**config.mk**
```make
export PLATFORM = sky130hd
export DESIGN_NAME = dac_pwr_seq
export DESIGN_NICKNAME = d
export VERILOG_FILES = /design/src/rtl/dps_pkg.sv /design/src/rtl/dps_rst_sync.sv /design/src/rtl/dps_fsm.sv /design/src/rtl/dps_outreg.sv /design/src/rtl/dps_startup_mon.sv /design/src/rtl/dac_pwr_seq.sv
export SDC_FILE = /design/constraint.sdc
export NUM_CORES = 1
export LEC_CHECK = 0
export ABC_CLOCK_PERIOD_IN_PS = 1100
export CAP_MARGIN = 25
export CORE_MARGIN = 4
export CORE_UTILIZATION = 40
export DETAILED_ROUTE_END_ITERATION = 6
export DONT_BUFFER_PORTS = 1
export GPL_ROUTABILITY_DRIVEN = 0
export PLACE_DENSITY_LB_ADDON = 0.05
export RECOVER_POWER = 100
export SLEW_MARGIN = 20
export SYNTH_ARGS = -nofsm -noshare
export SYNTH_HDL_FRONTEND = slang
export SYNTH_SLANG_ARGS = --single-unit
```
**constraint.sdc**
```tcl
create_clock -name clk -period 1.1 [get_ports clk]
set_input_delay 0 -clock clk [delete_from_list [all_inputs] [get_ports clk]]
set_output_delay 0 -clock clk [all_outputs]
set_load 0.03 [all_outputs]
```
**src/rtl/dps_pkg.sv**
```systemverilog
package dps_pkg;
  localparam int NST      = 7;
  localparam int IDX_RST  = 0;
  localparam int IDX_PDN  = 1;
  localparam int IDX_INIT = 2;
  localparam int IDX_RDET = 3;
  localparam int IDX_PUP  = 4;
  localparam int IDX_NORM = 5;
  localparam int IDX_MUTE = 6;

  typedef logic [NST-1:0] st_oh_t;

  localparam st_oh_t ST_RST_OH = st_oh_t'(1) << IDX_RST;

  typedef struct packed {
    logic cp_en;
    logic pulldn_en;
    logic filt_en;
    logic vref_en;
    logic amp_en;
    logic mute;
  } enables_t;

  localparam enables_t EN_RESET = '{cp_en: 1'b0, pulldn_en: 1'b1, filt_en: 1'b0,
                                    vref_en: 1'b0, amp_en: 1'b0, mute: 1'b1};
endpackage

```
**src/rtl/dps_rst_sync.sv**
```systemverilog
module dps_rst_sync #(
  parameter int STAGES = 2
) (
  input  logic clk,
  input  logic arst_n,
  output logic rs_n
);
  logic [STAGES-1:0] chain_q;
  logic [STAGES-1:0] chain_d;

  always_comb begin
    chain_d = {chain_q[STAGES-2:0], 1'b1};
  end

  always_ff @(posedge clk or negedge arst_n) begin
    if (!arst_n) begin
      chain_q <= '0;
    end else begin
      chain_q <= chain_d;
    end
  end

  assign rs_n = chain_q[STAGES-1];
endmodule

```
**src/rtl/dps_fsm.sv**
```systemverilog
module dps_fsm
  import dps_pkg::*;
#(
  parameter int PUP_CYCLES = 4
) (
  input  logic   clk,
  input  logic   rs_n,
  input  logic   mclk_ok,
  input  logic   lrck_ok,
  input  logic   sclk_ok,
  input  logic   ratio_ok,
  input  logic   ratio_chg,
  input  logic   cp_done,
  output st_oh_t st_q,
  output st_oh_t st_nxt
);
  localparam int PCW = $clog2(PUP_CYCLES + 1);
  localparam logic [PCW-1:0] PUP_LAST = PCW'(PUP_CYCLES - 1);

  logic [PCW-1:0] pup_cnt_q;
  logic [PCW-1:0] pup_cnt_d;
  logic           pup_cnt_en;
  logic           pup_done;
  logic           frame_clks_ok;

  assign frame_clks_ok = lrck_ok & sclk_ok;
  assign pup_cnt_en    = st_q[IDX_PUP];
  assign pup_done      = pup_cnt_en && (pup_cnt_q == PUP_LAST);

  // power-up dwell counter: clears outside power-up
  always_comb begin
    if (!pup_cnt_en) begin
      pup_cnt_d = '0;
    end else begin
      pup_cnt_d = pup_cnt_q + PCW'(1);
    end
  end

  always_ff @(posedge clk or negedge rs_n) begin
    if (!rs_n) begin
      pup_cnt_q <= '0;
    end else begin
      pup_cnt_q <= pup_cnt_d;
    end
  end

  // next-state decode, master clock loss has priority past power-down
  always_comb begin
    st_nxt = '0;
    if (st_q[IDX_RST]) begin
      st_nxt[IDX_PDN] = 1'b1;
    end else if (st_q[IDX_PDN]) begin
      st_nxt[mclk_ok ? IDX_INIT : IDX_PDN] = 1'b1;
    end else if (!mclk_ok && (|st_q)) begin
      st_nxt[IDX_PDN] = 1'b1;
    end else if (st_q[IDX_INIT]) begin
      st_nxt[(cp_done && frame_clks_ok) ? IDX_RDET : IDX_INIT] = 1'b1;
    end else if (st_q[IDX_RDET]) begin
      if (!frame_clks_ok) begin
        st_nxt[IDX_INIT] = 1'b1;
      end else begin
        st_nxt[ratio_ok ? IDX_PUP : IDX_RDET] = 1'b1;
      end
    end else if (st_q[IDX_PUP]) begin
      st_nxt[pup_done ? IDX_NORM : IDX_PUP] = 1'b1;
    end else if (st_q[IDX_NORM]) begin
      st_nxt[ratio_chg ? IDX_MUTE : IDX_NORM] = 1'b1;
    end else if (st_q[IDX_MUTE]) begin
      st_nxt[(ratio_ok && !ratio_chg) ? IDX_NORM : IDX_MUTE] = 1'b1;
    end else begin
      st_nxt[IDX_RST] = 1'b1;
    end
  end

  always_ff @(posedge clk or negedge rs_n) begin
    if (!rs_n) begin
      st_q <= ST_RST_OH;
    end else begin
      st_q <= st_nxt;
    end
  end
endmodule

```
**src/rtl/dps_outreg.sv**
```systemverilog
module dps_outreg
  import dps_pkg::*;
(
  input  logic     clk,
  input  logic     rs_n,
  input  st_oh_t   st_nxt,
  output enables_t en_q
);
  enables_t en_d;
  logic     analog_up;

  assign analog_up = st_nxt[IDX_PUP] | st_nxt[IDX_NORM] | st_nxt[IDX_MUTE];

  always_comb begin
    en_d.cp_en     = st_nxt[IDX_INIT] | st_nxt[IDX_RDET] | analog_up;
    en_d.filt_en   = analog_up;
    en_d.vref_en   = analog_up;
    en_d.amp_en    = analog_up;
    en_d.pulldn_en = ~(st_nxt[IDX_NORM] | st_nxt[IDX_MUTE]);
    en_d.mute      = ~st_nxt[IDX_NORM];
  end

  always_ff @(posedge clk or negedge rs_n) begin
    if (!rs_n) begin
      en_q <= EN_RESET;
    end else begin
      en_q <= en_d;
    end
  end
endmodule

```
**src/rtl/dps_startup_mon.sv**
```systemverilog
module dps_startup_mon #(
  parameter int STARTUP_LIMIT = 600
) (
  input  logic clk,
  input  logic rs_n,
  input  logic in_norm,
  output logic timeout
);
  localparam int CW = $clog2(STARTUP_LIMIT + 1);
  localparam logic [CW-1:0] LAST = CW'(STARTUP_LIMIT - 1);

  logic          armed_q, armed_d;
  logic [CW-1:0] cnt_q, cnt_d;
  logic          flag_q, flag_d;
  logic          cnt_en;
  logic          hit;

  assign cnt_en = armed_q & ~in_norm;
  assign hit    = cnt_en && (cnt_q == LAST);

  always_comb begin
    armed_d = armed_q;
    cnt_d   = cnt_q;
    flag_d  = flag_q;
    if (armed_q && in_norm) begin
      armed_d = 1'b0;
    end
    if (cnt_en) begin
      cnt_d = cnt_q + CW'(1);
    end
    if (hit) begin
      flag_d  = 1'b1;
      armed_d = 1'b0;
    end
  end

  always_ff @(posedge clk or negedge rs_n) begin
    if (!rs_n) begin
      armed_q <= 1'b1;
      cnt_q   <= '0;
      flag_q  <= 1'b0;
    end else begin
      armed_q <= armed_d;
      cnt_q   <= cnt_d;
      flag_q  <= flag_d;
    end
  end

  assign timeout = flag_q;
endmodule

```
**src/rtl/dac_pwr_seq.sv**
```systemverilog
module dac_pwr_seq
  import dps_pkg::*;
#(
  parameter int PUP_CYCLES    = 4,
  parameter int STARTUP_LIMIT = 600,
  parameter int SYNC_STAGES   = 2
) (
  input  logic           clk,
  input  logic           arst_n,
  input  logic           mclk_ok,
  input  logic           lrck_ok,
  input  logic           sclk_ok,
  input  logic           ratio_ok,
  input  logic           ratio_chg,
  input  logic           cp_done,
  output logic           cp_en,
  output logic           pulldn_en,
  output logic           filt_en,
  output logic           vref_en,
  output logic           amp_en,
  output logic           mute,
  output logic [NST-1:0] state_oh,
  output logic           startup_timeout
);
  logic     rs_n;
  st_oh_t   st_q;
  st_oh_t   st_nxt;
  enables_t en_q;

  dps_rst_sync #(.STAGES(SYNC_STAGES)) u_sync (
    .clk    (clk),
    .arst_n (arst_n),
    .rs_n   (rs_n)
  );

  dps_fsm #(.PUP_CYCLES(PUP_CYCLES)) u_fsm (
    .clk       (clk),
    .rs_n      (rs_n),
    .mclk_ok   (mclk_ok),
    .lrck_ok   (lrck_ok),
    .sclk_ok   (sclk_ok),
    .ratio_ok  (ratio_ok),
    .ratio_chg (ratio_chg),
    .cp_done   (cp_done),
    .st_q      (st_q),
    .st_nxt    (st_nxt)
  );

  dps_outreg u_out (
    .clk    (clk),
    .rs_n   (rs_n),
    .st_nxt (st_nxt),
    .en_q   (en_q)
  );

  dps_startup_mon #(.STARTUP_LIMIT(STARTUP_LIMIT)) u_mon (
    .clk     (clk),
    .rs_n    (rs_n),
    .in_norm (st_q[IDX_NORM]),
    .timeout (startup_timeout)
  );

  assign cp_en     = en_q.cp_en;
  assign pulldn_en = en_q.pulldn_en;
  assign filt_en   = en_q.filt_en;
  assign vref_en   = en_q.vref_en;
  assign amp_en    = en_q.amp_en;
  assign mute      = en_q.mute;
  assign state_oh  = st_q;
endmodule

```
==> Implementation_results.wiki <==
{| class="wikitable"
! Metric !! Value
|-
| Syn_area_per_cell || between 10 and 15 um2
|-
| Tightest Pin Transition || around 0.65 ns
|-
| Sequential power share || 54.3%
|-
| Final Hold Fails || 0
|-
| Most crowded layer after global routing || met2
|-
| Wirelength per Cell || 14.2 um
|-
| Post-layout min period || 1.54 ns
|-
| Number of antenna diodes || 0
|-
| Seq/Total Area, Yosys || 58.6%
|-
| Wire length of the first global-routing pass || 4.35 mm
|-
| Maximum root-to-sink buffer count || 2
|-
| Top cell type's share of synthesized area || approximately half
|-
| Final setup slack of the worst path || -0.438 ns
|-
| Most prevalent standard cell on the critical path || ha_2
|-
| Count of max-cap constraint violations || 0
|-
| Leakage dissipation || 0.812 nW
|-
| Number of warnings issued by yosys || 0
|-
| Net count after synthesis || roughly 110
|-
| Starting utilization of the core area || 42.9%
|-
| Worst slack after detailed placement || -0.416 ns
|-
| Setup clock skew after layout || 0.00680 ns
|-
| Peak clock frequency supported by timing || 650 MHz
|-
| Classification of the worst-slack hold path || in2reg
|-
| Mux cell area share after synthesis || 0%
|-
| Drc violations || 0
|-
| Final Max Slew Viols || 0
|-
| Floorplan Core Area || 2810 um2
|-
| Predominant post-synthesis flop cell || dfrtp_1
|-
| Gate Count Post-Synth || 102
|-
| Internal Power || roughly 1.6 mW
|-
| Die area || 3950 um2
|-
| Final period utilization || 140%
|-
| Worst Path Arrival || 1.75 ns
|-
| RSZ-0062 raised after global routing || yes
|-
| Total area of sequential cells || 711 um2
|-
| Met3 track demand over resource in global routing || 3.60%
|-
| Most frequent cells after synthesis || dfrtp_1 (24), nand2_1 (9), xnor2_1 (8)
|-
| Headroom to the max-slew limit || between 50% and 60%
|-
| Std cell rows || 19
|-
| Buffer type at the clock tree root || clkbuf_4
|-
| Num Clock Sinks || 28
|-
| Met2 usage || 23.3%
|-
| Detailed Routing Iterations Pass 1 || 4
|-
| Global router's overall resource usage || a little over an eighth
|-
| CP Class || reg2reg
|-
| Placed standard-cell area || around 1500 um2
|-
| Fill count || about 220
|-
| Worst hold slack after final layout || ~0.026 ns
|-
| Clock-pin slew on the worst setup and hold paths || about 0.15 ns
|-
| Largest net degree at the start of global routing || 27
|-
| Dominant combinational cell family by area after synthesis || simple AND/OR/NAND/NOR gates
|-
| Total clock buffers created by CTS || 3
|-
| Relative contribution of combinational cells to total power || a little under a quarter
|-
| Violations in the final reports || setup timing
|-
| Post-route cell area || 1760 um2
|-
| Synth unique cells || 36
|-
| Initial antenna violation count || 0
|-
| Status || finished, violations left
|-
| Global-route congestion overflow total || 0
|-
| Number of flops mapped to enable cells by yosys || 0
|-
| Clock H-tree levels || 1
|-
| Vias after detailed routing || 871
|-
| Number of top-level pins || 22
|-
| Clock network power share || 22.0%
|-
| Main area contributors after synthesis || dfrtp_1 (50%), dfstp_2 (8.7%), xnor2_1 (5.8%)
|-
| Area occupied by multi-input gates || ~600 um2
|-
| Slowest stage delay, CP || 0.41 ns
|-
| Share of synthesized flip-flops with an asynchronous set or reset || 100%
|-
| Switching share of power || 30.7%
|-
| Antenna violation net count after detailed routing || 0
|-
| Xor and xnor fraction of the mapped netlist area || 6.55%
|-
| Met1 routing resource usage after global routing || 17.2%
|-
| Post-Synth Adder-Cell Area || 3.12%
|-
| Post-synth design cell area || 1200 um2
|-
| Critical path endpoint category || flip-flop
|-
| Compound-gate portion of the synthesized area || under 10%
|-
| Die Height || 62.9 um
|-
| Total of flip-flops plus latches after synthesis || 28
|-
| Count leader, synth || dfrtp_1
|-
| Psw || about 0.70 mW
|-
| Power density cells || 1290 nW/um2
|-
| Cell with the biggest individual delay on the critical path || dfrtp_1
|-
| Peak supply drop || 1430 uV
|-
| Initial DRC Count || 20
|-
| Detailed placer's ending HPWL || 1.70 mm
|-
| Horizontal extent of the die || 62.9 um
|-
| Vias per cell || 5.01
|-
| Worst-Skew Late Latency || between 0.3 and 0.4 ns
|-
| Crit path launch type || flip-flop
|-
| IO Port Bufs || 0
|-
| Synth area leader || dfrtp_1
|-
| Setup Viol. Count Final || 18
|-
| Setup TNS after final layout || -3.25 ns
|-
| TritonCTS clock tree || built
|-
| Simple-gate area share of the yosys netlist || 20.8%
|-
| Data required time of the critical path || roughly 1.3 ns
|-
| Layout net count || 155
|-
| Crit-path cells || ha_2 > ha_2 > nand2b_4 > o311ai_4 > a31oi_2 > or3_1
|-
| Worst-path maximum fanout || 2
|-
| Number of global-route vias before repair || slightly below 1,000
|-
| Area growth from synthesis to layout || 45.8%
|-
| Fraction of layout instances using a drive strength above 1 || 51.0%
|-
| Total wire length after detailed routing || around 2.5 mm
|}
==> sequential cells by signal (all words and copies together) (netlist names) <==
register / count
u_fsm.st_q: 7
u_mon.timeout: 1
u_fsm.pup_cnt_q: 3
u_out.en_q: 4
u_mon.cnt_q: 10
u_mon.armed_q: 1
u_sync.chain_q: 2
==> logic make-up after synthesis <==
group                    count (synthesis)
AND/OR/NAND/NOR                         44
AO/OA/AOI/OAI                           10
adder cells (fa/ha/maj)                  3
XOR/XNOR                                 9
buffers and inverters                    7
flip-flops                              28
other                                    1
==> cells in the final DEF, fill, tap and decap left out, types with 2 or more instances in the layout <==
| cell type | instances |
|---|---|
| buf_4 | 19 |
| dfrtp_1 | 20 |
| dlygate4sd3_1 | 6 |
| nor2_1 | 5 |
| ha_2 | 3 |
| nand2b_4 | 2 |
| or2_4 | 2 |
| dfrtp_2 | 4 |
| nor3_1 | 2 |
| nand2_1 | 7 |
| nor2b_1 | 2 |
| nor4_4 | 2 |
| clkbuf_4 | 4 |
| dfstp_2 | 4 |
| and2_1 | 2 |
| clkbuf_2 | 2 |
| xnor2_1 | 8 |
| inv_1 | 4 |
| nand3_2 | 2 |
| buf_6 | 12 |
==> layer usage <==
metal	vias to the layer above	wire (um)
li1	428	-
met1	426	1080
met2	15	1270
met3	2	95
met4	0	19
met5	-	0
==> layout make-up <==
class / instances / area share (%)
Sequential cell: 28 / 40.5
Multi-Input combinational cell: 67 / 34.1
Timing Repair Buffer: 40 / 20.2
Tap cell: 31 / 2.21
Clock buffer: 4 / 2.07
Inverter: 4 / 0.855
==> worst paths after layout <==
path	start	endpoint	slack (ns)	cells past startpoint
setup / recovery	u_fsm.pup_cnt_q[0]$_DFF_PN0_	u_out.en_q[5]$_DFF_PN0_	-0.44	6
hold / removal	ratio_chg	u_fsm.st_q[6]$_DFF_PN0_	0.03	3
setup reg to reg	u_fsm.pup_cnt_q[0]$_DFF_PN0_	u_out.en_q[5]$_DFF_PN0_	-0.44	6
hold reg to reg	u_sync.chain_q[1]$_DFF_PN0_	u_fsm.st_q[5]$_DFF_PN0_	0.36	1
max in group asynchronous	u_sync.chain_q[1]$_DFF_PN0_	u_fsm.st_q[3]$_DFF_PN0_	0.29	1
min in group asynchronous	u_sync.chain_q[1]$_DFF_PN0_	u_fsm.st_q[5]$_DFF_PN0_	0.36	1
==> worst max-delay path, delay by kind of cell, from the launching register on <==
family / cells / cell delay (ns)
and+or+nand+nor: 2 / 0.46
DFF: 1 / 0.41
adders and majority gates: 2 / 0.33
AOI/OAI and AO/OA: 2 / 0.23
==> timing repair <==
item                                    in CTS  in global routing
pin swaps                                    8                 14
hold endpoints to repair                     7                  0
gates cloned                                 0                  0
endpoints found under the setup margin      23                 27
resized for setup                            9                 21
hold buffers                                 6                  0
buffers inserted                             4                  4
==> power by group through the flow <==
stage	logic, mW	registers, mW	clock network (mW)
2_1_floorplan	0.142	1.34	0
3_3_place_gp	0.463	1.24	0
3_5_place_dp	0.470	1.24	0
4_1_cts	0.489	1.23	0.518
5_1_grt	0.591	1.24	0.564
6_report	0.537	1.23	0.498
==> through the flow <==
step / power [mW] / cells / utilization (%)
after CTS: 2.23 / 171 / 59.1
after detailed placement: 1.71 / 157 / 53.2
final: 2.27 / 174 / 62.6
after global placement: 1.71 / 157 / 53.2
after global routing: 2.40 / 174 / 62.6
after floorplan: 1.49 / 102 / -
(Power assumes the default switching activity.)
